## src/rtl/fovea_pkg.sv

```systemverilog
package fovea_pkg;

    // Offset of boundary n (1-based) from the row centre, in 1/2^frac_w pixel units.
    // A linear term of one pixel per output plus a quadratic growth term sized so
    // that boundary 'half' lands exactly at the end of the row.
    function automatic int unsigned edge_offset(
        input int unsigned n,
        input int unsigned half,
        input int unsigned cols,
        input int unsigned frac_w
    );
        int unsigned one;
        int unsigned total;
        int unsigned extra;
        one   = 1 << frac_w;
        total = (cols / 2) * one;
        extra = total - half * one;
        return n * one + (extra * n * n) / (half * half);
    endfunction

endpackage

```

## src/rtl/fovea_edge_lut.sv

```systemverilog
module fovea_edge_lut #(
    parameter int IN_COLS  = 512,
    parameter int OUT_COLS = 64,
    parameter int FRAC_W   = 4,
    localparam int COL_W   = $clog2(IN_COLS),
    localparam int IDX_W   = $clog2(OUT_COLS)
) (
    input  logic [IDX_W-1:0]  idx,
    output logic [COL_W:0]    edge_int,
    output logic [FRAC_W-1:0] edge_frac
);
    localparam int HALF   = OUT_COLS / 2;
    localparam int HIDX_W = $clog2(HALF);
    localparam int POS_W  = COL_W + 1 + FRAC_W;
    localparam logic [POS_W-1:0] CENTER = POS_W'(IN_COLS / 2) << FRAC_W;

    logic [POS_W-1:0] half_tab [HALF];

    // Only the right half is stored; the left half is its mirror image.
    for (genvar g = 0; g < HALF; g++) begin : g_tab
        localparam logic [POS_W-1:0] OFF =
            POS_W'(fovea_pkg::edge_offset(g + 1, HALF, IN_COLS, FRAC_W));
        assign half_tab[g] = OFF;
    end

    logic [IDX_W-1:0] right_sel;
    logic [IDX_W-1:0] left_sel;
    logic [POS_W-1:0] pos;

    always_comb begin
        right_sel = idx - IDX_W'(HALF);
        left_sel  = IDX_W'(HALF - 2) - idx;
        if (idx >= IDX_W'(HALF)) begin
            pos = CENTER + half_tab[right_sel[HIDX_W-1:0]];
        end else if (idx == IDX_W'(HALF - 1)) begin
            pos = CENTER;
        end else begin
            // Negation in fixed point turns fraction f into one minus f.
            pos = CENTER - half_tab[left_sel[HIDX_W-1:0]];
        end
        edge_int  = pos[POS_W-1:FRAC_W];
        edge_frac = pos[FRAC_W-1:0];
    end

endmodule

```

## src/rtl/fovea_frac_weight.sv

```systemverilog
module fovea_frac_weight #(
    parameter int PIX_W  = 8,
    parameter int FRAC_W = 4,
    localparam int WGT_W = PIX_W + FRAC_W
) (
    input  logic [PIX_W-1:0]  pix,
    input  logic [FRAC_W-1:0] frac,
    output logic [WGT_W-1:0]  near_part,
    output logic [WGT_W-1:0]  far_part
);
    logic [WGT_W-1:0] term [FRAC_W];

    // One shifted copy of the pixel per fraction bit.
    for (genvar g = 0; g < FRAC_W; g++) begin : g_term
        assign term[g] = frac[g] ? (WGT_W'(pix) << g) : '0;
    end

    always_comb begin
        near_part = '0;
        for (int k = 0; k < FRAC_W; k++) begin
            near_part = near_part + term[k];
        end
        far_part = {pix, {FRAC_W{1'b0}}} - near_part;
    end

endmodule

```

## src/rtl/fovea_row_resampler.sv

```systemverilog
module fovea_row_resampler #(
    parameter int PIX_W    = 8,
    parameter int FRAC_W   = 4,
    parameter int IN_COLS  = 512,
    parameter int OUT_COLS = 64,
    parameter int MAX_SPAN = 16,
    localparam int IDX_W   = $clog2(OUT_COLS),
    localparam int AREA_W  = FRAC_W + $clog2(MAX_SPAN) + 1,
    localparam int SUM_W   = PIX_W + AREA_W
) (
    input  logic              clk,
    input  logic              rst_n,
    input  logic              row_start,
    input  logic              pix_valid,
    input  logic [PIX_W-1:0]  pix_data,
    output logic              out_valid,
    output logic [IDX_W-1:0]  out_index,
    output logic [SUM_W-1:0]  out_sum,
    output logic [AREA_W-1:0] out_area
);
    localparam int COL_W = $clog2(IN_COLS);
    localparam int WGT_W = PIX_W + FRAC_W;
    localparam logic [AREA_W-1:0] ONE = AREA_W'(1 << FRAC_W);

    typedef struct packed {
        logic [COL_W-1:0]  col;
        logic [IDX_W-1:0]  idx;
        logic              done;
        logic [SUM_W-1:0]  acc_sum;
        logic [AREA_W-1:0] acc_area;
        logic              out_valid;
        logic [IDX_W-1:0]  out_idx;
        logic [SUM_W-1:0]  out_sum;
        logic [AREA_W-1:0] out_area;
    } state_t;

    state_t st_d, st_q;

    // Row-start view of the running state
    logic [COL_W-1:0]  base_col;
    logic [IDX_W-1:0]  base_idx;
    logic              base_done;
    logic [SUM_W-1:0]  base_sum;
    logic [AREA_W-1:0] base_area;

    logic [COL_W:0]    edge_int;
    logic [FRAC_W-1:0] edge_frac;
    logic [WGT_W-1:0]  near_part;
    logic [WGT_W-1:0]  far_part;
    logic [SUM_W-1:0]  whole;
    logic              at_edge;
    logic              at_end;

    always_comb begin
        if (row_start) begin
            base_col  = '0;
            base_idx  = '0;
            base_done = 1'b0;
            base_sum  = '0;
            base_area = '0;
        end else begin
            base_col  = st_q.col;
            base_idx  = st_q.idx;
            base_done = st_q.done;
            base_sum  = st_q.acc_sum;
            base_area = st_q.acc_area;
        end
    end

    fovea_edge_lut #(
        .IN_COLS (IN_COLS),
        .OUT_COLS(OUT_COLS),
        .FRAC_W  (FRAC_W)
    ) u_edge_lut (
        .idx      (base_idx),
        .edge_int (edge_int),
        .edge_frac(edge_frac)
    );

    fovea_frac_weight #(
        .PIX_W (PIX_W),
        .FRAC_W(FRAC_W)
    ) u_frac_weight (
        .pix      (pix_data),
        .frac     (edge_frac),
        .near_part(near_part),
        .far_part (far_part)
    );

    always_comb begin
        whole   = SUM_W'({pix_data, {FRAC_W{1'b0}}});
        at_edge = ({1'b0, base_col} == edge_int);
        at_end  = (base_col == COL_W'(IN_COLS - 1));

        st_d           = st_q;
        st_d.col       = base_col;
        st_d.idx       = base_idx;
        st_d.done      = base_done;
        st_d.acc_sum   = base_sum;
        st_d.acc_area  = base_area;
        st_d.out_valid = 1'b0;

        if (pix_valid && !base_done) begin
            st_d.col  = base_col + COL_W'(1);
            st_d.done = at_end;
            if (at_edge) begin
                // Split: the closing output takes the near share, the next opens with the rest.
                st_d.out_valid = 1'b1;
                st_d.out_idx   = base_idx;
                st_d.out_sum   = base_sum + SUM_W'(near_part);
                st_d.out_area  = base_area + AREA_W'(edge_frac);
                st_d.acc_sum   = SUM_W'(far_part);
                st_d.acc_area  = ONE - AREA_W'(edge_frac);
                st_d.idx       = base_idx + IDX_W'(1);
            end else if (at_end) begin
                // The final boundary lies beyond the row: close on the column count.
                st_d.out_valid = 1'b1;
                st_d.out_idx   = base_idx;
                st_d.out_sum   = base_sum + whole;
                st_d.out_area  = base_area + ONE;
                st_d.acc_sum   = '0;
                st_d.acc_area  = '0;
            end else begin
                st_d.acc_sum  = base_sum + whole;
                st_d.acc_area = base_area + ONE;
            end
        end
    end

    always_ff @(posedge clk or negedge rst_n) begin
        if (!rst_n) begin
            st_q <= '0;
        end else begin
            st_q <= st_d;
        end
    end

    assign out_valid = st_q.out_valid;
    assign out_index = st_q.out_idx;
    assign out_sum   = st_q.out_sum;
    assign out_area  = st_q.out_area;

endmodule

```

## config.mk

```make
export PLATFORM = sky130hd
export DESIGN_NAME = fovea_row_resampler
export DESIGN_NICKNAME = d
export VERILOG_FILES = /design/src/rtl/fovea_pkg.sv /design/src/rtl/fovea_edge_lut.sv /design/src/rtl/fovea_frac_weight.sv /design/src/rtl/fovea_row_resampler.sv
export SDC_FILE = /design/constraint.sdc
export NUM_CORES = 1
export LEC_CHECK = 0
export BUFFER_PORTS_ARGS = -buffer_cell sky130_fd_sc_hd__clkbuf_2
export CELL_PAD_IN_SITES_DETAIL_PLACEMENT = 0
export CELL_PAD_IN_SITES_GLOBAL_PLACEMENT = 1
export CORE_UTILIZATION = 40
export DETAILED_ROUTE_END_ITERATION = 10
export HOLD_SLACK_MARGIN = 0.06
export PLACE_DENSITY = 0.82
export SYNTH_ARGS = -nofsm -noshare
export SYNTH_HDL_FRONTEND = slang
export SYNTH_HIERARCHICAL = 1
export SYNTH_SLANG_ARGS = --single-unit
```

## constraint.sdc

```tcl
create_clock -name clk -period 7.2 [get_ports clk]
set_clock_uncertainty 0.15 [all_clocks]
set_input_delay 0.72 -clock clk [delete_from_list [all_inputs] [get_ports clk]]
set_output_delay 0.72 -clock clk [all_outputs]
set_load 0.05 [all_outputs]
```

==> results of run 1 <==
final cells by class:
| class | count | share of cell area |
|---|---|---|
| Clock inverter | 4 | 0.00534 |
| Inverter | 58 | 0.0238 |
| Multi-Input combinational cell | 802 | 0.635 |
| Tap cell | 270 | 0.0370 |
| Timing Repair Buffer | 93 | 0.0647 |
| Sequential cell | 75 | 0.206 |
| Clock buffer | 12 | 0.0281 |
synthesized netlist by cell type (4+ instances only):
cell and number:
sky130_fd_sc_hd__o211ai_1 8, sky130_fd_sc_hd__o21a_1 4, sky130_fd_sc_hd__o21ai_1 5, sky130_fd_sc_hd__a22o_1 7
sky130_fd_sc_hd__a21oi_1 66, sky130_fd_sc_hd__buf_1 8, sky130_fd_sc_hd__buf_2 15, sky130_fd_sc_hd__nand2b_1 13
sky130_fd_sc_hd__nand3b_1 5, sky130_fd_sc_hd__or3_1 10, sky130_fd_sc_hd__dfrtp_1 75, sky130_fd_sc_hd__fa_1 15
sky130_fd_sc_hd__maj3_2 4, sky130_fd_sc_hd__o221ai_1 6, sky130_fd_sc_hd__mux2i_1 8, sky130_fd_sc_hd__a211oi_2 6
sky130_fd_sc_hd__a211oi_1 7, sky130_fd_sc_hd__a211o_1 4, sky130_fd_sc_hd__o22ai_1 24, sky130_fd_sc_hd__and2_1 20
sky130_fd_sc_hd__inv_1 56, sky130_fd_sc_hd__nor4_1 6, sky130_fd_sc_hd__and3_1 7, sky130_fd_sc_hd__o21ai_0 51
sky130_fd_sc_hd__buf_4 37, sky130_fd_sc_hd__xor2_1 21, sky130_fd_sc_hd__buf_6 6, sky130_fd_sc_hd__xnor2_1 56
sky130_fd_sc_hd__and4_1 5, sky130_fd_sc_hd__nor3_1 20, sky130_fd_sc_hd__nor2b_1 38, sky130_fd_sc_hd__nor2_1 74
sky130_fd_sc_hd__ha_1 55, sky130_fd_sc_hd__clkbuf_1 30, sky130_fd_sc_hd__a21o_1 11, sky130_fd_sc_hd__a32o_1 5
sky130_fd_sc_hd__a31oi_1 14, sky130_fd_sc_hd__a221oi_1 4, sky130_fd_sc_hd__nand2_1 101, sky130_fd_sc_hd__nand3_1 28
sky130_fd_sc_hd__nand4_1 17
cell usage in the layout (no fill, tap or decap), drive strengths merged, types with 17 or more instances in the layout:
master and n:
nor2 75, ha 55, nand4 17, nand3 29
o22ai 24, xor2 21, and2 20, nor3 20
nor2b 38, dfrtp 75, xnor2 57, a21oi 67
clkbuf 55, nand2 101, buf 50, o21ai 59
inv 58
through the flow:
step / std cells / power, W / util / hold slack (ns)
detailed placement: 1298 / 0.00111 / 0.434 / 0.316
global placement: 1298 / 0.00111 / 0.434 / 0.310
global route: 1314 / 0.00168 / 0.450 / 0.347
CTS: 1314 / 0.00158 / 0.449 / 0.331
finish: 1314 / 0.00158 / 0.450 / 0.323
floorplan: 1032 / 0.000967 / - / 0.274
power breakdown:
part           internal, W  switching [W]  total, W  leakage [nW]
logic             0.000285       0.000375  0.000660          2.85
clock network     0.000287       0.000181  0.000468         0.153
registers         0.000435      0.0000180  0.000453          1.03
registers in the layout, summed over array words and instances, names as in the netlist:
signal	flops
out_area	9
out_sum	17
st_q	42
out_index	6
out_valid	1
tightest hold or removal path: cells and delay by family, from the launching register on:
kind             cells  cell delay [ns]
DFF                  1             0.34
and+or+nand+nor      2             0.10
per-layer routing:
metal / track usage / vias up
li1: - / 3657
met1: 0.318 / 3648
met2: 0.331 / 180
met3: 0.0391 / 46
met4: 0.0938 / 0
met5: 0 / -
logic make-up after synthesis:
logic type,count (synthesis)
buf+inv,155
simple gates,361
compound gates,275
fa+ha+maj,76
mux,12
xor+xnor,78
flops,75
worst min path at each step:
stage	from	endpoint	slack [ns]	cells past startpoint
after floorplan	rst_n	out_area[0]	0.27	0
after global placement	out_index[0]	out_index[0]	0.31	2
after detailed placement	out_index[3]	out_index[3]	0.32	2
after CTS	out_index[3]	out_index[3]	0.33	2
after global routing	out_index[4]	out_index[4]	0.35	2
final	out_index[3]	out_index[3]	0.32	2
==> flow_summary.yaml, run 1 <==
floorplan:
  fp.dieArea_sq_mm: 0.0214
  floorplan.rows: 52
  design.portCount: 45
  initial_core_util: 0.410
  core_region_area_sq_mm: 0.0203
  die_h_microns: 146
  die_width_microns: 146
logic_synthesis:
  synth.mux.area_fraction: 0.0191
  synthAdderAreaFrac: 0.127
  synth_top_family_by_area: "compound AO/OA/AOI/OAI gates"
  synth_area_per_cell_sq_um: 8.06
  yosys_warnings: 6
  netlist.area_leader.share: 0.226
  synth_sequential_area_ratio: 0.226
  synthCells: 1032
  compound_gate_portion_of_the_synthesized_area: 0.231
  synth_area_sq_mm: 0.00832
  synth_simple_gate_area_share: 0.220
  fraction_of_registers_with_async_set_reset: 1.00
  yosys_register_bits: 75
  most_instantiated_flip_flop_cell_in_the_synthesis_netlist: "sky130_fd_sc_hd__dfrtp_1"
  synth_top_area_cell: "sky130_fd_sc_hd__dfrtp_1"
  synth_cell_types: 93
  yosys.area_share.xor_xnor: 0.0831
  synth-edff-count: 0
  synth.area.top_cells: "sky130_fd_sc_hd__dfrtp_1 23%, sky130_fd_sc_hd__ha_1 8.3%, sky130_fd_sc_hd__xnor2_1 5.9%"
  synthesis.nets: 1114
layout:
  seqCellArea_sq_mm: 0.00188
  synthToLayoutAreaGrowth_pct: 9.80
  finalInstanceArea_sq_mm: 0.00913
  antenna_cells_inserted: 0
  multiInputGateArea_sq_mm: 0.00580
  layout-drive-gt1-share: 0.162
  fillCellCount: 2022
  design.final.nets: 1121
drt:
  routed_vias: 7531
  met2WireLength_microns: 10000
  detail-route-antenna-nets: 0
  detail_route.drc_violations: 0
  drtIter0Drc: 638
  drt-met1-wl_microns: 11300
  detailroute.wirelength.met3_microns: 1010
  wire_per_inst_microns: 17.6
  detailedRoute.firstPassIterationCount: 5
  finalWirelength_microns: 23100
  maxUsedRoutingLayer: "met4"
  routed_via_density: 5.73
worst_setup_path:
  worst_path_most_repeated_cell: "sky130_fd_sc_hd__ha_4"
  cp-startpoint: "row_start"
  cp_data_arrival_time_ns: 6.85
  crit_required_ns: 7.26
  critical_path.max_stage_delay_ns: 0.60
  regToRegSetupSlack_ns: 0.70
  cp_num_buf_inv: 5
  critical_path.reg2reg.startpoint: "st_q[61]"
  crit_path_top_delay_cell: "sky130_fd_sc_hd__fa_2"
  worst-path-stages: 28
  crit_end: "st_q[53]"
  cp_max_fo: 14
  worst_r2r_path_depth: 27
  critical_path.endpoint_type: "register"
  reg2reg_to: "st_q[53]"
  crit_path_max_delay_family: "adder cells"
  category_of_the_critical_setup_timing_path: "input port to register"
  critPathLaunchType: "input port"
clock_tree:
  post-cts-setup-buffer-count: 0
  cts-resized-gates: 0
  clkSinkCount: 75
  insertion_delay_ns: 0.34
  tritoncts.num_buffers: 9
  clock_root_cell: "sky130_fd_sc_hd__clkbuf_16"
  htreeDepth: 3
  clkSlewWorstSetupHoldPaths_ns: 0.06
  max-clock-path-buffers: 2
  cts.hold.buffers_added: 0
  cts_tree: "built"
global_route:
  grt_antenna_before_repair: 0
  grt_start_max_net_pins: 76
  overflow: 0
  track_usage: 0.223
  grt_pass1_wl_microns: 38500
  first_global_vias: 7152
sta:
  finalSetupViolations: 0
  rsz0062_at_grt: "false"
  max_freq_mhz: 147
  finalMaxSlewViolations: 0
  post-route-worst-setup-slack_ns: 0.418
  min_period_over_period: 0.942
  slew_headroom: 0.330
  post-route-min-period_ns: 6.78
  worst-slew-pin-transition_ns: 1.00
  hold_violations: 0
  totalNegativeSetupSlack_ns: 0
pwr:
  power.density_cell_area_mw_per_mm2: 173
  power.static_leakage_nw: 4.03
  max-vdd-ir-drop_mv: 0.115
placement:
  place_area_sq_mm: 0.00881
  pre_cts_slack_ns: -0.0245
  place_congestion: 0.919
  dp.final_hpwl_microns: 17400
  io_buffer_count: 44
flow_run:
  max_cap_violations: 0
outcome:
  result_of_the_run: "finished, final reports clean"
worst_hold_path:
  type_of_the_worst_min_delay_path: "register to register"
Note: power is estimated with default switching activity, not from simulation.
==> inputs of run 2 (changes only) <==
RECOVER_POWER = 100   (was default)
==> run 2 against run 1 <==
Against the previous run:
- the run now ends with max-capacitance violations, max-slew violations left
- power shrank 0.14%
- fmax is essentially flat
- count of clock-buffer cells in the layout is the same
- cell area shrank 1.1%
- global-route usage is the same
==> flow_summary.yaml, run 2 (same netlist as run 1, synthesis figures left out) <==
layout:
  design.final.nets: 1121
  finalInstanceArea_sq_mm: 0.00903
  post_layout_nonfiller_instances: 1314
  registers.top_by_ff_count: "st_q"
  synthToLayoutAreaGrowth_pct: 8.56
  mostFrequentLayoutCell: "sky130_fd_sc_hd__nand2_1"
  final_standard_cell_utilization_of_the_core: 0.445
  largest_reg_flops: 42
  layout-drive-gt1-share: 0.121
  antenna_cells_inserted: 0
  layout_common_cells: "101 x sky130_fd_sc_hd__nand2_1, 75 x sky130_fd_sc_hd__dfrtp_1, 73 x sky130_fd_sc_hd__nor2_1"
drt:
  detail_route.drc_violations: 0
  wire_per_inst_microns: 17.6
  detailroute.wirelength.met3_microns: 1120
  detailedRoute.firstPassIterationCount: 5
  finalWirelength_microns: 23200
  drtIter0Drc: 657
  routed_via_density: 5.72
  detail-route-antenna-nets: 0
  met2WireLength_microns: 10100
  maxUsedRoutingLayer: "met4"
  drt-met1-wl_microns: 11200
  routed_vias: 7516
global_route:
  grt_antenna_before_repair: 0
  track_usage: 0.223
  overflow: 0
  grt_start_max_net_pins: 76
  first_global_vias: 7152
  grt_pass1_wl_microns: 38500
placement:
  io_buffer_count: 44
  pre_cts_slack_ns: -0.0245
  dp.final_hpwl_microns: 17400
  place_congestion: 0.919
  place_area_sq_mm: 0.00881
  placedCellCount: 1298
worst_setup_path:
  cp_data_arrival_time_ns: 6.85
  worst_r2r_path_depth: 27
  cp_max_fo: 14
  reg2reg_to: "st_q[53]"
  regToRegSetupSlack_ns: 0.69
  critical_path.reg2reg.startpoint: "st_q[61]"
  crit_path_top_delay_cell: "sky130_fd_sc_hd__fa_2"
  cp-startpoint: "row_start"
  critical_path.max_stage_delay_ns: 0.60
  category_of_the_critical_setup_timing_path: "input port to register"
  critPathLaunchType: "input port"
  critical_path.endpoint_type: "register"
  crit_required_ns: 7.26
  worst-path-stages: 29
  cp_num_buf_inv: 6
  crit_path_max_delay_family: "adder cells"
  crit_end: "st_q[53]"
sta:
  max_freq_mhz: 147
  post-route-worst-setup-slack_ns: 0.413
  finalMaxSlewViolations: 118
  worst-slew-pin-transition_ns: 4.08
  min_period_over_period: 0.943
  finalSetupViolations: 0
  hold_violations: 0
  post-route-min-period_ns: 6.79
  hold_slack_ns: 0.322
  slew_headroom: -1.72
  rsz0062_at_grt: "false"
clock_tree:
  insertion_delay_ns: 0.34
  tritoncts.num_buffers: 9
  clkSinkCount: 75
  max-clock-path-buffers: 2
  cts_tree: "built"
  htreeDepth: 3
  clock_root_cell: "sky130_fd_sc_hd__clkbuf_16"
  clkSlewWorstSetupHoldPaths_ns: 0.06
  post-cts-setup-buffer-count: 0
floorplan:
  initial_core_util: 0.410
  design.portCount: 45
  floorplan.rows: 52
  fp.dieArea_sq_mm: 0.0214
  die_h_microns: 146
  die_width_microns: 146
  core_region_area_sq_mm: 0.0203
flow_run:
  max_cap_violations: 2
outcome:
  result_of_the_run: "finished with violations"
  violated_checks: "max-capacitance violations, max-slew violations"
pwr:
  power.density_cell_area_mw_per_mm2: 175
  power.static_leakage_nw: 3.88
  max-vdd-ir-drop_mv: 0.115
worst_hold_path:
  type_of_the_worst_min_delay_path: "register to register"
==> run 2: cell count changes in the layout (fill, tap and decap cells not counted), sizes merged <==
cell	before	now
buf	50	42
clkbuf	55	63
==> run 2: how the worst min path moves through the flow <==
stage	start	endpoint	slack, ns	depth (start not counted)
6_report	out_index[3]	out_index[3]	0.32	2
5_1_grt	out_index[4]	out_index[4]	0.35	2
4_1_cts	out_index[3]	out_index[3]	0.33	2
3_5_place_dp	out_index[3]	out_index[3]	0.32	2
3_3_place_gp	out_index[0]	out_index[0]	0.31	2
2_1_floorplan	rst_n	out_area[0]	0.27	0
==> run 2: worst register-to-register path: stages (launching register included) <==
cell and delay (ns):
sky130_fd_sc_hd__dfrtp_1 0.34, sky130_fd_sc_hd__nand2_1 0.08, sky130_fd_sc_hd__inv_2 0.18, sky130_fd_sc_hd__ha_4 0.18, sky130_fd_sc_hd__inv_2 0.05, sky130_fd_sc_hd__ha_4 0.37, sky130_fd_sc_hd__nor2b_2 0.24, sky130_fd_sc_hd__o22ai_2 0.10
sky130_fd_sc_hd__nand2_1 0.11, sky130_fd_sc_hd__xor2_2 0.15, sky130_fd_sc_hd__o22ai_2 0.13, sky130_fd_sc_hd__and2_4 0.20, sky130_fd_sc_hd__fa_1 0.55, sky130_fd_sc_hd__fa_1 0.45, sky130_fd_sc_hd__ha_4 0.20, sky130_fd_sc_hd__fa_2 0.60
sky130_fd_sc_hd__inv_1 0.05, sky130_fd_sc_hd__ha_1 0.35, sky130_fd_sc_hd__inv_1 0.07, sky130_fd_sc_hd__o41ai_2 0.42, sky130_fd_sc_hd__a211oi_1 0.15, sky130_fd_sc_hd__o41ai_2 0.48, sky130_fd_sc_hd__maj3_1 0.25, sky130_fd_sc_hd__a21oi_1 0.07
sky130_fd_sc_hd__xnor2_1 0.12, sky130_fd_sc_hd__and3_1 0.14, sky130_fd_sc_hd__a21oi_1 0.11, sky130_fd_sc_hd__o21ai_0 0.09
==> run 2: stage by stage <==
step	TNS [ns]	power (W)
3_3_place_gp	0	0.00111
6_report	0	0.00158
2_1_floorplan	0	0.000967
5_1_grt	0	0.00168
3_5_place_dp	-0.0245	0.00111
4_1_cts	0	0.00158
==> run 2: repair_timing <==
item                                    CTS  global route
endpoints found under the setup margin    0             1
hold buffers                              0             0
endpoints found under the hold margin     0             0
resized for setup                         0             2
==> run 2: metal layers <==
metal,GRT usage,vias up
met5,0,-
met2,0.331,195
met1,0.318,3616
li1,-,3659
met4,0.0938,0
met3,0.0391,46
==> run 2: cell type report <==
| cell class | instances | area (sq um) |
|---|---|---|
| fillers | 2058 | 11300 |
| clock buffers | 12 | 256 |
| repair buffers | 93 | 520 |
| inverters | 58 | 218 |
| flip-flops and latches | 75 | 1880 |
| well taps | 270 | 338 |
| clock inverters | 4 | 48.8 |
| multi-input cells | 802 | 5770 |
==> run 2: power by group <==
part           internal, W  switching [W]  total (W)
registers         0.000435      0.0000180   0.000453
logic             0.000284       0.000375   0.000659
clock network     0.000287       0.000181   0.000468
total              0.00101       0.000573    0.00158
==> inputs of run 3 (changes only) <==
CORE_UTILIZATION = 43   (was 40)
PLACE_DENSITY = 0.87   (was 0.82)
==> run 3 against run 2 <==
Against the previous run:
- cell area is 0.44% lower
- largest power group unchanged
- first-iteration DRC count is 17% lower
- combinational power hardly changed
- sequential share of layout area is 0.093 points higher
- wire length is 2.3% lower
- cell count is 1.1% lower
- global-route usage is 0.81 points higher
- die area is 6.9% lower
- register-to-register slack worse by 0.05 ns
- non-clock buffer count is 4 lower
- sequential power hardly changed
- the flow still finishes with violations (max-capacitance violations, max-slew violations)
- highest routed layer unchanged
==> flow_summary.yaml, run 3 (same netlist as run 1, synthesis figures left out) <==
drt:
  detail-route-antenna-nets: 0
  finalWirelength_microns: 22600
  routed_vias: 7487
  wire_per_inst_microns: 17.4
  detailedRoute.firstPassIterationCount: 5
  routed_via_density: 5.76
  drtIter0Drc: 548
  detail_route.drc_violations: 0
sta:
  hold_violations: 0
  rsz0062_at_grt: "false"
  min_period_over_period: 0.949
  post-route-min-period_ns: 6.83
  finalMaxSlewViolations: 128
  post-route-worst-setup-slack_ns: 0.371
  finalSetupViolations: 0
  max_freq_mhz: 146
  slew_headroom: -1.77
  worst-slew-pin-transition_ns: 4.15
  hold_slack_ns: 0.323
floorplan:
  die_width_microns: 141
  core_region_area_sq_mm: 0.0188
  die_h_microns: 141
  initial_core_util: 0.442
  fp.dieArea_sq_mm: 0.0199
  design.portCount: 45
  floorplan.rows: 50
worst_setup_path:
  critical_path.max_stage_delay_ns: 0.80
  critPathLaunchType: "input port"
  cp_max_fo: 31
  cp_cell_sequence: "clkbuf_2 -> inv_2 -> nand2_1 -> inv_2 -> ha_4 -> buf_4 -> and3_1 -> clkbuf_1 -> xnor2_1 -> mux4_2 -> a211oi_4 -> a311o_1 -> o221ai_1 -> nor4_1 -> nand2_1 -> a211oi_1 -> nand4_1 -> clkbuf_2 -> nor2_1 -> and4_1 -> nand3_1 -> xnor2_1"
  critical_path.endpoint_type: "register"
  crit_required_ns: 7.27
  cp_num_buf_inv: 6
  crit_path_max_delay_family: "simple AND/OR/NAND/NOR gates"
  cp-startpoint: "row_start"
  worst_r2r_path_depth: 20
  worst-path-stages: 22
  category_of_the_critical_setup_timing_path: "input port to register"
  crit_path_top_delay_cell: "sky130_fd_sc_hd__xnor2_1"
  critical_path.reg2reg.startpoint: "st_q[61]"
  cp_data_arrival_time_ns: 6.90
pwr:
  max-vdd-ir-drop_mv: 0.119
  power.density_cell_area_mw_per_mm2: 171
  power.static_leakage_nw: 3.86
global_route:
  track_usage: 0.231
  overflow: 0
  grt_start_max_net_pins: 76
  grt_antenna_before_repair: 0
  grt_pass1_wl_microns: 36900
  first_global_vias: 7078
layout:
  design.final.nets: 1117
  synthToLayoutAreaGrowth_pct: 8.08
  post_layout_nonfiller_instances: 1300
  layout-drive-gt1-share: 0.121
  layout_common_cells: "101 x sky130_fd_sc_hd__nand2_1, 75 x sky130_fd_sc_hd__dfrtp_1, 73 x sky130_fd_sc_hd__nor2_1"
  largest_reg_flops: 42
  mostFrequentLayoutCell: "sky130_fd_sc_hd__nand2_1"
  antenna_cells_inserted: 0
  registers.top_by_ff_count: "st_q"
outcome:
  violated_checks: "max-capacitance violations, max-slew violations"
  result_of_the_run: "finished with violations"
clock_tree:
  insertion_delay_ns: 0.34
  htreeDepth: 3
  clock_root_cell: "sky130_fd_sc_hd__clkbuf_16"
  clkSlewWorstSetupHoldPaths_ns: 0.06
  clkSinkCount: 75
  tritoncts.num_buffers: 9
  post-cts-setup-buffer-count: 0
  cts_tree: "built"
  max-clock-path-buffers: 2
placement:
  pre_cts_slack_ns: -0.00287
  place_congestion: 0.912
  dp.final_hpwl_microns: 16600
  io_buffer_count: 44
  placedCellCount: 1284
worst_hold_path:
  type_of_the_worst_min_delay_path: "register to register"
  min-delay-start: "out_index[5]"
  hold-path-cell-count: 2
flow_run:
  max_cap_violations: 2
-- run 3: changes by cell type in the layout (fill, tap and decap cells not counted), sizes merged --
cell and delta:
buf -1, inv +1, clkbuf -4, bufinv -1
clkinvlp +2, clkinv -1
-- run 3: layout make-up --
type / instances / area, sq um
well taps: 260 / 325
clock inverters: 5 / 37.5
fillers: 1797 / 9840
clock buffers: 11 / 243
flip-flops and latches: 75 / 1880
inverters: 58 / 218
multi-input cells: 802 / 5790
repair buffers: 89 / 502
-- run 3: path summary, 6_finish.rpt --
path / slack [ns] / end
min in group asynchronous: 1.69 / st_q[72]
hold reg to reg: 0.32 / out_index[5]
max in group asynchronous: 2.88 / st_q[48]
hold / removal: 0.32 / out_index[5]
setup reg to reg: 0.64 / st_q[65]
setup / recovery: 0.37 / st_q[65]
-- run 3: power breakdown --
part	internal [W]	total (W)	leakage, nW	switching [W]
clock network	0.000244	0.000429	0.132	0.000184
logic	0.000284	0.000658	2.71	0.000374
registers	0.000435	0.000452	1.03	0.0000178
total	0.000963	0.00154	3.86	0.000576
-- run 3: what timing repair did --
item                                    4_1_cts  5_1_grt
endpoints found under the setup margin        0        2
gates resized for setup                       0        2
hold buffers                                  0        0
-- run 3: through the flow --
stage          TNS [ns]  total power [W]  area [sq um]   util
2_1_floorplan         0         0.000967          8480      -
3_3_place_gp          0          0.00111          8770  0.466
3_5_place_dp   -0.00287          0.00111          8770  0.466
4_1_cts               0          0.00154          9050  0.481
5_1_grt               0          0.00163          8990  0.477
6_report              0          0.00154          8990  0.477
-- run 3: worst register-to-register path, delay by kind of cell, from the launching register on --
| kind | cells | cell delay, ns |
|---|---|---|
| AND/OR/NAND/NOR | 8 | 1.96 |
| XOR/XNOR | 2 | 0.93 |
| multiplexers | 1 | 0.71 |
| buffers and inverters | 4 | 0.88 |
| flip-flops | 1 | 0.38 |
| adder cells (fa/ha/maj) | 1 | 0.18 |
| AO/OA/AOI/OAI | 4 | 1.26 |
-- run 3: per-layer routing --
metal | vias to the layer above | wire length, microns | GRT usage
met5 | - | 0 | 0
met4 | 0 | 422 | 0.0681
met3 | 29 | 1280 | 0.0367
met2 | 230 | 10400 | 0.373
met1 | 3572 | 10500 | 0.319
li1 | 3656 | - | -
